File: src/rtl/abl_pkg.sv
package abl_pkg;

    // Operating mode, decoded from the two active-low controls
    typedef enum logic [1:0] {
        MODE_WRITE = 2'd0,
        MODE_HOLD  = 2'd1,
        MODE_ROUTE = 2'd2,
        MODE_CLEAR = 2'd3
    } abl_mode_e;

    // State held by one storage cell
    typedef struct packed {
        logic val;
    } cell_state_t;

endpackage

File: src/rtl/abl_mode_dec.sv
module abl_mode_dec
    import abl_pkg::*;
(
    input  logic      en_n,
    input  logic      clr_n,
    output abl_mode_e mode
);

    always_comb begin
        unique case ({en_n, clr_n})
            2'b01:   mode = MODE_WRITE;
            2'b11:   mode = MODE_HOLD;
            2'b00:   mode = MODE_ROUTE;
            default: mode = MODE_CLEAR;
        endcase
    end

endmodule

File: src/rtl/abl_addr_dec.sv
module abl_addr_dec #(
    parameter int ADDR_W = 3
) (
    input  logic [ADDR_W-1:0]      addr,
    output logic [(1<<ADDR_W)-1:0] sel
);

    localparam int NBITS = 1 << ADDR_W;

    for (genvar i = 0; i < NBITS; i++) begin : g_sel
        assign sel[i] = (addr == i[ADDR_W-1:0]);
    end

endmodule

File: src/rtl/abl_bit_cell.sv
module abl_bit_cell
    import abl_pkg::*;
(
    input  logic      clk,
    input  logic      srst,
    input  abl_mode_e mode,
    input  logic      sel,
    input  logic      data,
    output logic      q
);

    cell_state_t st_d, st_q;

    always_comb begin
        st_d = st_q;
        unique case (mode)
            MODE_WRITE: if (sel) st_d.val = data;
            MODE_HOLD:  st_d.val = st_q.val;
            MODE_ROUTE: st_d.val = sel & data;
            MODE_CLEAR: st_d.val = 1'b0;
            default:    st_d.val = st_q.val;
        endcase
    end

    always_ff @(posedge clk) begin
        if (srst) st_q <= '0;
        else      st_q <= st_d;
    end

    assign q = st_q.val;

endmodule

File: src/rtl/addr_bit_latch.sv
module addr_bit_latch
    import abl_pkg::*;
#(
    parameter int ADDR_W = 3
) (
    input  logic                      clk,
    input  logic                      srst,
    input  logic [ADDR_W-1:0]         addr_i,
    input  logic                      data_i,
    input  logic                      en_n_i,
    input  logic                      clr_n_i,
    output logic [(1<<ADDR_W)-1:0]    q_o
);

    localparam int NBITS = 1 << ADDR_W;

    abl_mode_e        mode_w;
    logic [NBITS-1:0] sel_w;

    abl_mode_dec u_mode_dec (
        .en_n  (en_n_i),
        .clr_n (clr_n_i),
        .mode  (mode_w)
    );

    abl_addr_dec #(.ADDR_W(ADDR_W)) u_addr_dec (
        .addr (addr_i),
        .sel  (sel_w)
    );

    for (genvar i = 0; i < NBITS; i++) begin : g_cell
        abl_bit_cell u_cell (
            .clk  (clk),
            .srst (srst),
            .mode (mode_w),
            .sel  (sel_w[i]),
            .data (data_i),
            .q    (q_o[i])
        );
    end


    write_bit_chk: assert property (@(posedge clk) disable iff (srst)
        (!en_n_i && clr_n_i) |=> (q_o[$past(addr_i)] == $past(data_i)));


    write_others_chk: assert property (@(posedge clk) disable iff (srst)
        (!en_n_i && clr_n_i) |=> (((q_o ^ $past(q_o)) & ~$past(sel_w)) == '0));


    hold_keep_chk: assert property (@(posedge clk) disable iff (srst)
        (en_n_i && clr_n_i) |=> $stable(q_o));


    route_onehot_chk: assert property (@(posedge clk) disable iff (srst)
        (!en_n_i && !clr_n_i) |=> ($onehot0(q_o) && ($countones(q_o) == $past(data_i))));


    clear_zero_chk: assert property (@(posedge clk) disable iff (srst)
        (en_n_i && !clr_n_i) |=> (q_o == '0));


    sys_reset_chk: assert property (@(posedge clk)
        srst |=> (q_o == '0));

endmodule

File: config.mk
export PLATFORM = sky130hd
export DESIGN_NAME = addr_bit_latch
export DESIGN_NICKNAME = d
export VERILOG_FILES = /design/src/rtl/abl_pkg.sv /design/src/rtl/abl_mode_dec.sv /design/src/rtl/abl_addr_dec.sv /design/src/rtl/abl_bit_cell.sv /design/src/rtl/addr_bit_latch.sv
export SDC_FILE = /design/constraint.sdc
export NUM_CORES = 1
export LEC_CHECK = 0
export BUFFER_PORTS_ARGS = -buffer_cell sky130_fd_sc_hd__buf_4
export CORE_AREA = 2 2 39 41
export DETAILED_ROUTE_END_ITERATION = 12
export DIE_AREA = 0 0 41 43
export GPL_TIMING_DRIVEN = 0
export HOLD_SLACK_MARGIN = 0.1
export SYNTH_ARGS = -nofsm -noshare
export SYNTH_HDL_FRONTEND = slang
export SYNTH_HIERARCHICAL = 1
export SYNTH_SLANG_ARGS = --single-unit
File: constraint.sdc
create_clock -name clk -period 2.5 [get_ports clk]
set_clock_uncertainty 0.2 [all_clocks]
set_input_delay 0.25 -clock clk [delete_from_list [all_inputs] [get_ports clk]]
set_output_delay 0.25 -clock clk [all_outputs]
set_load 0.02 [all_outputs]
# Word-level counts from Yosys, hierarchy flattened
# Index checks and enable logic that the tools add are counted.
[classes] n_addsub=0 mul=0 n_div=0 magnitude_cmp=0 eq_ne=20 shifts=0 n_mux=17 n_bitwise=9 reduce_logical=11
[op_table] cell="$pmux 1 s3" count=8
[op_table] cell="$ne 2x1->1 const B" count=8
[op_table] cell="$reduce_and 2->1" count=8
[op_table] cell="$eq 3x3->1 const B" count=4
[op_table] cell="$and 1x1->1" count=8
[op_table] cell="$mux 1" count=8
[op_table] cell="$eq 2x2->1 const B" count=3
[op_table] cell="$eq 3x2->1 const B" count=2
[op_table] cell="$pmux 2 s3" count=1
[op_table] cell="$eq 2x1->1 const B" count=2
[op_table] cell="$logic_not 2->1" count=2
[op_table] cell="$eq 3x1->1 const B" count=1
[op_table] cell="$logic_not 3->1" count=1
[op_table] cell="$not 1->1" count=1
[totals] register_bits=8 latch_bits=0 ram_bits=0 rom_bits=0 output_inout_bits=8 word_cells=65 mem_count=0

# Logic depth before layout (Yosys ltp)
[logic_depth] depth_word=5 ltp_mapped=4

# By module
# The synthesis kept the hierarchy.
[by_module_without_submodules] module="abl_bit_cell" instances=8 cells_per_inst=5 area_per_inst_um2=53.8
[by_module_without_submodules] module="abl_addr_dec" instances=1 cells_per_inst=8 area_per_inst_um2=65.1
[by_module_without_submodules] module="abl_mode_dec" instances=1 cells_per_inst=2 area_per_inst_um2=7.5

# Worst setup path before layout
# OpenSTA, ideal clock, no wires.
[synth_timing] kind="input port to flip-flop" startpoint="input en_n_i" endpoint="register g_cell[1].u_cell.st_q" setup_ns=0.114 t_arrival_ns=0.830 t_required_ns=2.186 setup_slack_ns=1.356 stages=4 path_buffers=1 cell_sequence="clkbuf_1 > nand2b_4 > mux2i_1 > nor2_1"
[synth_via] elab_chain_cells=5
[synth_lines] item="start: declaration" line_no="addr_bit_latch.sv:10" source="input logic en_n_i,"
[synth_lines] item="$eq 2x2->1 (tied with other cells)" line_no="abl_mode_dec.sv:10" source="unique case ({en_n, clr_n})"
[synth_lines] item="$pmux 2 s3 *" line_no="abl_mode_dec.sv:10"
[synth_lines] item="$logic_not 2->1 or $eq 2x1->1 (tied branches)" line_no="abl_bit_cell.sv:16" source="unique case (mode)"
[synth_lines] item="$ne 2x1->1 (no line) or $not 1->1 (tied branches)"
[synth_lines] item="$reduce_and 2->1 (no line)"
[synth_lines] item="end signal: assignment" line_no="abl_bit_cell.sv:27" source="else st_q <= st_d;"
[synth_lines] item="end: declaration" line_no="abl_bit_cell.sv:12" source="cell_state_t st_d, st_q;"
# Mark *: on every way between the ends. The rest lies on a longest branch, timed or not.
# A chain may end at the register's enable or synchronous reset.

# Worst setup path after layout
[layout_timing] startpoint="register g_cell[7].u_cell.st_q" endpoint="output q_o[7]"
[layout_lines] item="start: declaration" line_no="abl_bit_cell.sv:12"
[layout_lines] item="start signal: assignment" line_no="abl_bit_cell.sv:27"
[layout_lines] item="end: declaration" line_no="addr_bit_latch.sv:12" source="output logic [(1<<ADDR_W)-1:0] q_o"
# No word-level cell between the ends.

==> flow_metrics.env <==
export IMPL_crit_fanout=2
export IMPL_cpPeakStageDelay_ns=0.33
export IMPL_finalInstanceArea_um2=660.6
export IMPL_yosysUniqueCellTypes=11
export IMPL_track_usage_pct=10.38
export IMPL_area_growth_pct=31.34
export IMPL_route_detailed_drc=0
export IMPL_grt_pass1_wl_um=1207
export IMPL_seq_area_frac_synth_pct=31.84
export IMPL_synth_edf_count=0
export IMPL_fp_row_count=14
export IMPL_ys_seq_elements=8
export IMPL_syn_area_per_cell_um2=10.06
export IMPL_vdd_drop_max_uv=303.2
export IMPL_worst_slack_ns=1.334
export IMPL_cp_cell_sequence="buf_4"
export IMPL_antenna_found_initial=0
export IMPL_cp_start_kind="register"
export IMPL_postPlaceCellArea_um2=628.1
export IMPL_die_h_um=43
export IMPL_fmax_mhz=857.3
export IMPL_maxCapViolations=0
export IMPL_arrival_ns=0.72
export IMPL_critPathSlowestCell="dfxtp_1"
export IMPL_crit_type="register to primary output"
export IMPL_cts_tree="done"
export IMPL_first_pass_iters=1
export IMPL_clk_latency_ns=0.24
export IMPL_p_per_area_nw_per_um2=406.1
export IMPL_ys_async_sr_fraction_pct=0
export IMPL_dp_slack_ns=1.173
export IMPL_worst_slew_pin_slew_ns=0.3429
export IMPL_cellLeakagePower_nw=0.3527
export IMPL_outcome="finished clean"
export IMPL_synth_top_cells_by_area="dfxtp_1 (32%), nand2b_4 (22%), mux2i_1 (16%)"
export IMPL_yosysTopAreaCell="dfxtp_1"
export IMPL_cts_buffers=3
export IMPL_cts_root_buf="clkbuf_4"
export IMPL_setup_viol=0
export IMPL_cp_num_buf_inv=1
export IMPL_cts_sinks=8
export IMPL_hold_viol_final=0
export IMPL_nNetsFinal=78
export IMPL_largest_register_ffs=8
export IMPL_htreeDepth=1
export IMPL_yosys_top_cells_count="dfxtp_1 (8), mux2i_1 (8), nand2b_4 (8), nor2_1 (8), nor2b_1 (8)"
export IMPL_slew_viol_final=0
export IMPL_syn_inst=50
export IMPL_final_min_clock_period_ns=1.166
export IMPL_rsz0062_at_grt="false"
export IMPL_portBuffers=14
export IMPL_drtAntennaViolNets=0
export IMPL_yosys_warnings=6
export IMPL_n_antenna_cell=0
export IMPL_cp_top_family="flip-flops"
export IMPL_grt_overflow_total=0
export IMPL_wl_um=758
export IMPL_vias=359
export IMPL_post_cts_setup_buffer_count=0
export IMPL_fin_crit_sh_pct=46.66
export IMPL_yosysTopAreaCellShare_pct=31.84
export IMPL_fp_dieW_um=41
export IMPL_vias_per_cell=4.274
export IMPL_dp_cells=80
export IMPL_worstPathRequired_ns=2.05
export IMPL_core_um2=1384
export IMPL_min_path_type="input port to register"
export IMPL_first_iter_violations=0
export IMPL_dieArea_um2=1763
export IMPL_syn_area_um2=503.0
export IMPL_worst_hold_slack_ns=0.1069
export IMPL_routedWlPerCell_um=9.024
export IMPL_final_cells=84
export IMPL_end_kind="primary output"
export IMPL_start_util_pct=36.35
export IMPL_drive_gt1_share_pct=42.65
export IMPL_synth_flop_cell="dfxtp_1"
export IMPL_finalSetupTns_ns=0
export IMPL_ios=16
export IMPL_place_congestion=0.6148
export IMPL_clkSlewWorstSetupHoldPaths_ns=0.05
export IMPL_grt_max_degree=9
export IMPL_grt_pass1_vias=325
export IMPL_syn_num_nets=58
export IMPL_clockBufferDepth=2
export IMPL_maxSlewHeadroom_pct=77.09
## cell usage in the layout, fill, tap and decap left out
cell type,n
nor2_1,8
and3b_2,3
buf_4,14
clkbuf_1,1
clkbuf_4,3
dlygate4sd3_1,1
inv_1,1
nor2b_1,8
mux2i_1,8
nor3b_1,3
nor3_1,1
dfxtp_1,8
and3_2,1
nand2b_4,8
## final timing paths
path	from	endpoint	slack [ns]	cells after the start
hold / removal	data_i	g_cell[5].u_cell/q	0.11	3
hold reg to reg	g_cell[1].u_cell/q	g_cell[1].u_cell/q	0.43	3
setup / recovery	g_cell[7].u_cell/q	q_o[7]	1.33	1
setup reg to reg	g_cell[0].u_cell/q	g_cell[0].u_cell/q	1.56	3
## final cells by class
type,count,area (um^2)
fillers,140,723.2
multi-input cells,40,335.3
flip-flops and latches,8,160.2
repair buffers,15,115.1
clock buffers,3,22.52
well taps,16,20.02
plain buffers,1,3.754
inverters,1,3.754
## per-stage QoR
| stage | util, % | power [mW] |
|---|---|---|
| final | 47.74 | 0.2683 |
| after detailed placement | 45.39 | 0.1781 |
| after global routing | 47.74 | 0.2841 |
| after floorplan | - | 0.1598 |
| after CTS | 47.74 | 0.2743 |
| after global placement | 45.39 | 0.1780 |
## per-layer routing
metal  wire [um]  global-route usage (%)  part of all wire (%)
met2         361                   13.75                    48
met4          18                   10.00                   2.4
met3          35                   3.141                   4.6
met5           0                       0                     0
met1         342                   12.38                    45
## cells by family after synthesis
family | count (synthesis) | synth area share [%]
AND/OR/NAND/NOR | 32 | 50.75
multiplexers | 8 | 15.92
flip-flops | 8 | 31.84
buffers and inverters | 2 | 1.491
## worst reg2reg max path, cell delays in order (launching register included)
cell and delay [ns]:
dfxtp_1 0.31, nor2b_1 0.12, mux2i_1 0.14, nor2_1 0.06
## what timing repair did
action / CTS / global route
hold endpoints to repair: 8 / 0
gates resized for setup: 0 / 0
setup endpoints to repair: 0 / 0
hold buffers: 1 / 0
## power breakdown
part / switching [mW] / internal, mW / total, mW
sequential: 0.000820 / 0.130 / 0.131
clock: 0.0375 / 0.0545 / 0.0920
combinational: 0.0203 / 0.0254 / 0.0457
Power figures use the tool's default switching activity.
